<file path="config.mk">
export PLATFORM = sky130hd
export DESIGN_NAME = ring_mul_top
export DESIGN_NICKNAME = d
export VERILOG_FILES = /design/src/rtl/ring_mul_pkg.sv /design/src/rtl/gf_mul.sv /design/src/rtl/ring_mul_ctrl.sv /design/src/rtl/ring_mul_dp.sv /design/src/rtl/ring_mul_top.sv
export SDC_FILE = /design/constraint.sdc
export NUM_CORES = 1
export LEC_CHECK = 0
export ABC_AREA = 1
export BUFFER_PORTS_ARGS = -buffer_cell sky130_fd_sc_hd__buf_4
export CORE_UTILIZATION = 67
export CTS_BUF_LIST = sky130_fd_sc_hd__clkbuf_8
export DETAILED_ROUTE_END_ITERATION = 16
export MAX_ROUTING_LAYER = met4
export PLACE_DENSITY = 0.9
export SLEW_MARGIN = 20
export SYNTH_ARGS = -nofsm -noshare
export SYNTH_HDL_FRONTEND = slang
export SYNTH_SLANG_ARGS = --single-unit
</file>
<file path="constraint.sdc">
create_clock -name clk -period 1.43 [get_ports clk]
set_input_delay 0.286 -clock clk [delete_from_list [all_inputs] [get_ports clk]]
set_output_delay 0.286 -clock clk [all_outputs]
set_load 0.05 [all_outputs]
</file>
<file path="src/rtl/ring_mul_pkg.sv">
package ring_mul_pkg;

  // Strobes from the sequencer to the arithmetic path
  typedef struct packed {
    logic capIn;   // operands valid this cycle
    logic capOut;  // result register loads this cycle
  } ringCtrl_t;

endpackage

</file>
<file path="src/rtl/gf_mul.sv">
// Carry-less field multiply with interleaved reduction, LSB first.
module gf_mul #(
  parameter int unsigned W = 8,
  parameter logic [W-1:0] POLY = 8'h1B
) (
  input  logic [W-1:0] opX,
  input  logic [W-1:0] opY,
  output logic [W-1:0] prod
);

  logic [W-1:0] accum [W+1];
  logic [W-1:0] shifted [W+1];

  assign accum[0]   = '0;
  assign shifted[0] = opX;

  for (genvar i = 0; i < W; i++) begin : g_step
    assign accum[i+1]   = accum[i] ^ (opY[i] ? shifted[i] : '0);
    assign shifted[i+1] = {shifted[i][W-2:0], 1'b0} ^ (shifted[i][W-1] ? POLY : '0);
  end

  assign prod = accum[W];

endmodule

</file>
<file path="src/rtl/ring_mul_ctrl.sv">
module ring_mul_ctrl
  import ring_mul_pkg::*;
#(
  parameter int unsigned PIPE_STAGES = 0
) (
  input  logic      clk,
  input  logic      rstN,
  input  logic      start,
  output ringCtrl_t ctrl,
  output logic      done
);

  assign ctrl.capIn = start;

  if (PIPE_STAGES == 0) begin : g_direct
    assign ctrl.capOut = start;

    assert_done_after_start_R2: assert property (@(posedge clk) disable iff (!rstN)
      start |=> done);
    assert_no_stray_done_R2: assert property (@(posedge clk) disable iff (!rstN)
      !start |=> !done);
  end else begin : g_staged
    logic validQ;
    always_ff @(posedge clk or negedge rstN) begin
      if (!rstN) validQ <= 1'b0;
      else       validQ <= start;
    end
    assign ctrl.capOut = validQ;

    assert_done_after_start_R2: assert property (@(posedge clk) disable iff (!rstN)
      start |=> ##1 done);
    assert_no_stray_done_R2: assert property (@(posedge clk) disable iff (!rstN)
      !start |=> ##1 !done);
  end

  always_ff @(posedge clk or negedge rstN) begin
    if (!rstN) done <= 1'b0;
    else       done <= ctrl.capOut;
  end

endmodule

</file>
<file path="src/rtl/ring_mul_dp.sv">
module ring_mul_dp
  import ring_mul_pkg::*;
#(
  parameter int unsigned FIELD_W = 8,
  parameter logic [FIELD_W-1:0] FIELD_POLY = 8'h1B,
  parameter int unsigned PIPE_STAGES = 0,
  localparam int unsigned RING_W = 2 * FIELD_W
) (
  input  logic              clk,
  input  logic              rstN,
  input  ringCtrl_t         ctrl,
  input  logic [RING_W-1:0] aOp,
  input  logic [RING_W-1:0] bOp,
  input  logic [FIELD_W-1:0] modC1,
  input  logic [FIELD_W-1:0] modC0,
  output logic [RING_W-1:0] product
);

  localparam int unsigned NUM_FIRST = 4;
  localparam logic [RING_W-1:0] RING_ONE = RING_W'(1);

  logic [FIELD_W-1:0] aHi, aLo, bHi, bLo;
  assign aHi = aOp[RING_W-1:FIELD_W];
  assign aLo = aOp[FIELD_W-1:0];
  assign bHi = bOp[RING_W-1:FIELD_W];
  assign bLo = bOp[FIELD_W-1:0];

  // First layer: 0 = hi*hi, 1 = hi*lo, 2 = lo*hi, 3 = lo*lo
  logic [FIELD_W-1:0] firstX [NUM_FIRST];
  logic [FIELD_W-1:0] firstY [NUM_FIRST];
  logic [FIELD_W-1:0] firstP [NUM_FIRST];

  assign firstX[0] = aHi;  assign firstY[0] = bHi;
  assign firstX[1] = aHi;  assign firstY[1] = bLo;
  assign firstX[2] = aLo;  assign firstY[2] = bHi;
  assign firstX[3] = aLo;  assign firstY[3] = bLo;

  for (genvar k = 0; k < NUM_FIRST; k++) begin : g_first
    gf_mul #(.W(FIELD_W), .POLY(FIELD_POLY)) u_mul (
      .opX(firstX[k]), .opY(firstY[k]), .prod(firstP[k])
    );
  end

  // Optional stage between the layers
  logic [FIELD_W-1:0] midP [NUM_FIRST];
  logic [FIELD_W-1:0] midC1, midC0;

  if (PIPE_STAGES == 0) begin : g_comb
    for (genvar k = 0; k < NUM_FIRST; k++) begin : g_pass
      assign midP[k] = firstP[k];
    end
    assign midC1 = modC1;
    assign midC0 = modC0;
  end else begin : g_reg
    for (genvar k = 0; k < NUM_FIRST; k++) begin : g_stage
      always_ff @(posedge clk or negedge rstN) begin
        if (!rstN)           midP[k] <= '0;
        else if (ctrl.capIn) midP[k] <= firstP[k];
      end
    end
    always_ff @(posedge clk or negedge rstN) begin
      if (!rstN) begin
        midC1 <= '0;
        midC0 <= '0;
      end else if (ctrl.capIn) begin
        midC1 <= modC1;
        midC0 <= modC0;
      end
    end
  end

  // Second layer: fold the y^2 term back with the modulus
  logic [FIELD_W-1:0] foldHi, foldLo;
  gf_mul #(.W(FIELD_W), .POLY(FIELD_POLY)) u_foldHi (
    .opX(midP[0]), .opY(midC1), .prod(foldHi)
  );
  gf_mul #(.W(FIELD_W), .POLY(FIELD_POLY)) u_foldLo (
    .opX(midP[0]), .opY(midC0), .prod(foldLo)
  );

  logic [FIELD_W-1:0] sumHi, sumLo;
  assign sumHi = midP[1] ^ midP[2] ^ foldHi;
  assign sumLo = midP[3] ^ foldLo;

  always_ff @(posedge clk or negedge rstN) begin
    if (!rstN)            product <= '0;
    else if (ctrl.capOut) product <= {sumHi, sumLo};
  end

  assert_hold_R6: assert property (@(posedge clk) disable iff (!rstN)
    !ctrl.capOut |=> $stable(product));

  if (PIPE_STAGES == 0) begin : g_chk
    assert_zero_operand_R7: assert property (@(posedge clk) disable iff (!rstN)
      ctrl.capIn && (aOp == '0) |=> (product == '0));
    assert_identity_R8: assert property (@(posedge clk) disable iff (!rstN)
      ctrl.capIn && (bOp == RING_ONE) |=> (product == $past(aOp)));
  end else begin : g_chk
    assert_zero_operand_R7: assert property (@(posedge clk) disable iff (!rstN)
      ctrl.capIn && (aOp == '0) |=> ##1 (product == '0));
  end

endmodule

</file>
<file path="src/rtl/ring_mul_top.sv">
module ring_mul_top
  import ring_mul_pkg::*;
#(
  parameter int unsigned FIELD_W = 8,
  parameter logic [FIELD_W-1:0] FIELD_POLY = 8'h1B,
  parameter int unsigned PIPE_STAGES = 0
) (
  input  logic                   clk,
  input  logic                   rstN,
  input  logic                   start,
  input  logic [2*FIELD_W-1:0]   aOp,
  input  logic [2*FIELD_W-1:0]   bOp,
  input  logic [FIELD_W-1:0]     modC1,
  input  logic [FIELD_W-1:0]     modC0,
  output logic                   done,
  output logic [2*FIELD_W-1:0]   product
);

  ringCtrl_t ctrl;

  ring_mul_ctrl #(.PIPE_STAGES(PIPE_STAGES)) u_ctrl (
    .clk(clk), .rstN(rstN), .start(start), .ctrl(ctrl), .done(done)
  );

  ring_mul_dp #(
    .FIELD_W(FIELD_W), .FIELD_POLY(FIELD_POLY), .PIPE_STAGES(PIPE_STAGES)
  ) u_dp (
    .clk(clk), .rstN(rstN), .ctrl(ctrl),
    .aOp(aOp), .bOp(bOp), .modC1(modC1), .modC0(modC0),
    .product(product)
  );

endmodule

</file>
==> results of run 1 <==
==> logic make-up after synthesis <==
kind of cell	after synthesis	share of synthesized area
compound gates	13	0.00979
xor+xnor	268	0.293
buf+inv	198	0.105
flops	17	0.0520
simple gates	1037	0.540
==> synthesized netlist by cell type (2+ instances only) <==
cell / number / area share
sky130_fd_sc_hd__inv_1: 135 / 0.062
sky130_fd_sc_hd__buf_4: 7 / 0.0064
sky130_fd_sc_hd__o21ai_0: 4 / 0.0024
sky130_fd_sc_hd__o21ai_1: 2 / 0.0012
sky130_fd_sc_hd__nand2_1: 628 / 0.29
sky130_fd_sc_hd__nand2_4: 4 / 0.0055
sky130_fd_sc_hd__clkinv_1: 5 / 0.0023
sky130_fd_sc_hd__inv_2: 8 / 0.0037
sky130_fd_sc_hd__nand3_2: 13 / 0.016
sky130_fd_sc_hd__xnor2_1: 105 / 0.11
sky130_fd_sc_hd__nand2_2: 39 / 0.030
sky130_fd_sc_hd__nor2_4: 2 / 0.0028
sky130_fd_sc_hd__a21o_1: 3 / 0.0028
sky130_fd_sc_hd__nor2_1: 160 / 0.073
sky130_fd_sc_hd__nand4_1: 2 / 0.0015
sky130_fd_sc_hd__xor2_2: 4 / 0.0080
sky130_fd_sc_hd__or2_1: 4 / 0.0031
sky130_fd_sc_hd__buf_6: 7 / 0.0096
sky130_fd_sc_hd__nand3b_1: 9 / 0.0083
sky130_fd_sc_hd__or2_2: 4 / 0.0031
sky130_fd_sc_hd__buf_2: 18 / 0.011
sky130_fd_sc_hd__xor2_1: 156 / 0.17
sky130_fd_sc_hd__xnor2_2: 3 / 0.0060
sky130_fd_sc_hd__dfrtp_1: 17 / 0.052
sky130_fd_sc_hd__nand3_1: 161 / 0.099
sky130_fd_sc_hd__clkbuf_1: 16 / 0.0073
sky130_fd_sc_hd__nor2_2: 9 / 0.0069
==> through the flow <==
step	std cells	cell area [µm²]	hold WS (ns)	util	TNS (ns)
2_1_floorplan	1533	8380	-0.00959	-	-16.62
3_3_place_gp	1904	10400	0.160	0.890	-24.56
3_5_place_dp	1904	10400	0.159	0.890	-27.12
==> flow_summary.json, run 1 <==
{
  "post-cts-setup-buffer-count": 22,
  "synth_fp_nets": 1584,
  "num_io_pins": 68,
  "synth_seq_cells": 17,
  "holdBufCountCts": 1,
  "post_synth_num_cell_types": 35,
  "starting_density_of_the_core": 0.701,
  "error_line": "[ERROR DPL-0038] Utilization greater than 100%, impossible to legalize",
  "width_of_the_chip_um": 112,
  "fp.dieH_um": 112,
  "gp_congestion": 1.02,
  "synth_top_flop_cell": "sky130_fd_sc_hd__dfrtp_1",
  "synth_edf_count": 0,
  "synth.cell_area_mm2": 0.00818,
  "yosysWarnings": 0,
  "cts_resized": 265,
  "cts_max_path_buffers": 2,
  "synth_async_sr_flop_share": 1.00,
  "synth.avg_cell_area_um2": 5.33,
  "hpwlAfterDp_mm": 24.0,
  "cts_num_sinks": 17,
  "sequential_element_share_of_the_synthesized_area": 0.0520,
  "fp-row-count": 39,
  "io_buffers": 67,
  "tritoncts.num_buffers": 3,
  "pre_cts_ws_ns": -1.78,
  "syn-instance-count": 1533,
  "cts-root-buf": "sky130_fd_sc_hd__clkbuf_8",
  "status": "did not finish",
  "ctsHtreeMaxLevel": 1,
  "last-stage-reached": "clock tree synthesis (4_1_cts)"
}
==> run 2, diff against run 1 <==
--- a/config.mk
+++ b/config.mk
@@ -7,11 +7,9 @@
 export LEC_CHECK = 0
 export ABC_AREA = 1
 export BUFFER_PORTS_ARGS = -buffer_cell sky130_fd_sc_hd__buf_4
-export CORE_UTILIZATION = 67
-export CTS_BUF_LIST = sky130_fd_sc_hd__clkbuf_8
+export CORE_UTILIZATION = 40
 export DETAILED_ROUTE_END_ITERATION = 16
-export MAX_ROUTING_LAYER = met4
-export PLACE_DENSITY = 0.9
+export PLACE_DENSITY_LB_ADDON = 0.15
 export SLEW_MARGIN = 20
 export SYNTH_ARGS = -nofsm -noshare
 export SYNTH_HDL_FRONTEND = slang
==> run 2 against run 1 <==
Compared with the run above:
- the flow now finishes, with violations (negative setup slack)
- synthesized area did not move
- synthesized cell count did not move
==> flow_summary.json, run 2 <==
{
  "multi_input_area_mm2": 0.00867,
  "grt_first_pass_wirelength_mm": 49.2,
  "via_count_of_the_first_global_routing_pass": 10100,
  "routed-via-count": 10400,
  "worst_skew_pair.late_latency_ns": 0.25,
  "rsz_0062_raised_after_global_routing": "yes",
  "coreArea_mm2": 0.0197,
  "width_of_the_chip_um": 145,
  "tritoncts": "yes",
  "drive_above_1_share": 0.400,
  "power_switching_share": 0.559,
  "post-route-worst-setup-slack_ns": -1.33,
  "final.setup.tns_ns": -20.17,
  "pre_cts_ws_ns": -1.81,
  "sequential_element_share_of_the_synthesized_area": 0.0520,
  "layout_worst_path_cycle_share": 1.93,
  "layout_top_registers": "u_dp.product x16, u_ctrl.done x1",
  "worstSetupStartpointType": "input port",
  "finClkSkew_ns": 0,
  "synth_top_flop_cell": "sky130_fd_sc_hd__dfrtp_1",
  "synth.cell_area_mm2": 0.00818,
  "cellInternalPower_w": 0.00773,
  "hpwlAfterDp_mm": 23.6,
  "largest_reg_flops": 16,
  "layout-area-overhead-vs-synth_pct": 60.0,
  "fp.dieH_um": 145,
  "num_io_pins": 68,
  "fp-row-count": 51,
  "ctsHtreeMaxLevel": 1,
  "p_per_area_mw_per_mm2": 1340,
  "status": "finished, violations left",
  "ant_nets": 0,
  "holdCritPathClass": "in -> reg",
  "nFillCells": 1745,
  "via_per_inst": 4.93,
  "min_period_ns": 2.76,
  "post_synth_num_cell_types": 35,
  "synth_async_sr_flop_share": 1.00,
  "clock_transition_at_the_registers_of_the_reported_paths_ns": 0.06,
  "pin_count_of_the_biggest_net_entering_global_routing": 19,
  "synth_top_area_share": 0.288,
  "worst-endpoint-required_ns": 1.57,
  "synth_seq_cells": 17,
  "n_antenna_cell": 0,
  "ys_top_cells_by_count": "sky130_fd_sc_hd__nand2_1 (628), sky130_fd_sc_hd__nand3_1 (161), sky130_fd_sc_hd__nor2_1 (160)",
  "critPathTopFamily": "simple AND/OR/NAND/NOR gates",
  "most_common_cell_in_the_synthesized_netlist": "sky130_fd_sc_hd__nand2_1",
  "max_flop_register": "u_dp.product",
  "cts_max_path_buffers": 2,
  "gp_congestion": 0.953,
  "cts-root-buf": "sky130_fd_sc_hd__clkbuf_16",
  "dieArea_mm2": 0.0210,
  "cts_num_sinks": 17,
  "slew_headroom": 0.701,
  "layout_commonest_cell": "sky130_fd_sc_hd__nand2_1",
  "grt_usage": 0.286,
  "power.static_leakage_nw": 6.99,
  "max_freq_mhz": 362,
  "crit_path_top_delay_cell": "sky130_fd_sc_hd__a21o_1",
  "failed_checks": "negative setup slack",
  "tritoncts.num_buffers": 3,
  "drv.max_cap_violation_count": 0,
  "crit_buf_inv": 4,
  "peakVddDrop_v": 0.000640,
  "yosysWarnings": 0,
  "drt_first_iter_violations": 561,
  "worst_path_largest_cell_delay_ns": 0.21,
  "critical_path_peak_fanout": 5,
  "report.final.slew_viol_count": 0,
  "worst_path_most_repeated_cell": "sky130_fd_sc_hd__nand2_2",
  "seq_power_share": 0.049,
  "syn-instance-count": 1533,
  "io_buffers": 67,
  "wl_per_cell_um": 14.9,
  "timing_worst_slew_pin_value_ns": 0.448,
  "critical_path_class": "in -> reg",
  "antenna_found_initial": 0,
  "route.detailed.drc": 0,
  "final_cell_mix": "sky130_fd_sc_hd__nand2_1 (470), sky130_fd_sc_hd__buf_4 (310), sky130_fd_sc_hd__xor2_1 (137), sky130_fd_sc_hd__nor2_1 (125), sky130_fd_sc_hd__nand2_2 (121)",
  "yosys.area.top_type": "sky130_fd_sc_hd__nand2_1",
  "p_switching_w": 0.00979,
  "power.share.combinational": 0.917,
  "final_net_count": 1895,
  "synth_edf_count": 0,
  "synth.avg_cell_area_um2": 5.33,
  "starting_density_of_the_core": 0.415,
  "detailedRoute.firstPassIterationCount": 5,
  "grt_remaining_overflow": 0,
  "pwr-share-clk": 0.034,
  "synth.top_cells.by_area": "sky130_fd_sc_hd__nand2_1 (29%), sky130_fd_sc_hd__xor2_1 (17%), sky130_fd_sc_hd__xnor2_1 (11%)",
  "crit_arrival_ns": 2.91,
  "synth_fp_nets": 1584,
  "finalCoreUtilization": 0.664,
  "routed_wirelength_mm": 31.5,
  "timing.final.hold_violations": 0,
  "finalSetupViolCount": 16,
  "area_taken_by_flip_flops_and_latches_um2": 425,
  "timing.critical_path.to_type": "flop"
}
run 2: final timing paths:
kind | startpoint | end | slack, ns | cells after the start
worst max-delay path | aOp[8] | u_dp.product[7]$_DFFE_PN0P_ | -1.33 | 26
worst min-delay path | start | u_ctrl.done$_DFF_PN0_ | 0.29 | 1
worst max register to register | u_dp.product[14]$_DFFE_PN0P_ | u_dp.product[14]$_DFFE_PN0P_ | 0.77 | 2
worst min register to register | u_dp.product[3]$_DFFE_PN0P_ | u_dp.product[3]$_DFFE_PN0P_ | 0.48 | 2
max in group asynchronous | rstN | u_dp.product[6]$_DFFE_PN0P_ | 0.78 | 2
min in group asynchronous | rstN | u_dp.product[12]$_DFFE_PN0P_ | 0.44 | 2
run 2: metrics by stage:
stage / total power, W / hold WS (ns) / instances / area [µm²]
floorplan: 0.00979 / -0.00959 / 1533 / 8380
global placement: 0.0138 / 0.170 / 2051 / 10700
detailed placement: 0.0140 / 0.173 / 2051 / 10700
CTS: 0.0162 / 0.291 / 2092 / 12200
global route: 0.0190 / 0.296 / 2108 / 13100
finish: 0.0175 / 0.289 / 2108 / 13100
run 2: cell families (layout without fill, tap and decap cells):
family,count (synthesis),after routing,share of synthesized area
xor+xnor,268,268,0.293
buf+inv,198,503,0.105
simple gates,1037,1042,0.540
flops,17,17,0.0520
compound gates,13,13,0.00979
run 2: power groups by stage:
stage / sequential [W] / clock [W] / combinational (W)
2_1_floorplan: 0.00167 / 0 / 0.00813
3_3_place_gp: 0.000873 / 0 / 0.0129
3_5_place_dp: 0.000868 / 0 / 0.0131
4_1_cts: 0.000861 / 0.000597 / 0.0148
5_1_grt: 0.000892 / 0.000623 / 0.0175
6_report: 0.000862 / 0.000591 / 0.0161
run 2: worst reg2reg max path: stages (launching register included):
cell	delay, ns
sky130_fd_sc_hd__dfrtp_1	0.40
sky130_fd_sc_hd__nand2_1	0.10
sky130_fd_sc_hd__nand2_1	0.06
run 2: final cells by class:
| cell class | instances | share of cell area |
|---|---|---|
| Tap cell | 265 | 0.0253 |
| Multi-Input combinational cell | 1323 | 0.662 |
| Clock inverter | 1 | 0.000574 |
| Sequential cell | 17 | 0.0325 |
| Clock buffer | 3 | 0.00574 |
| Inverter | 148 | 0.0472 |
| Timing Repair Buffer | 351 | 0.226 |
run 2: repair_timing:
item,CTS,global route
cloned,6,1
setup buffers,30,17
pin swaps,100,126
resized for setup,255,185
endpoints found under the setup margin,16,16
hold buffers,1,0
endpoints found under the hold margin,17,0
run 2: per-layer routing:
metal	global-route usage	wire length (µm)	up-vias
li1	-	-	5235
met1	0.340	12900	4733
met2	0.520	15800	321
met3	0.0198	1240	97
met4	0.134	1520	0
met5	0	0	-
(Power assumes the default switching activity.)
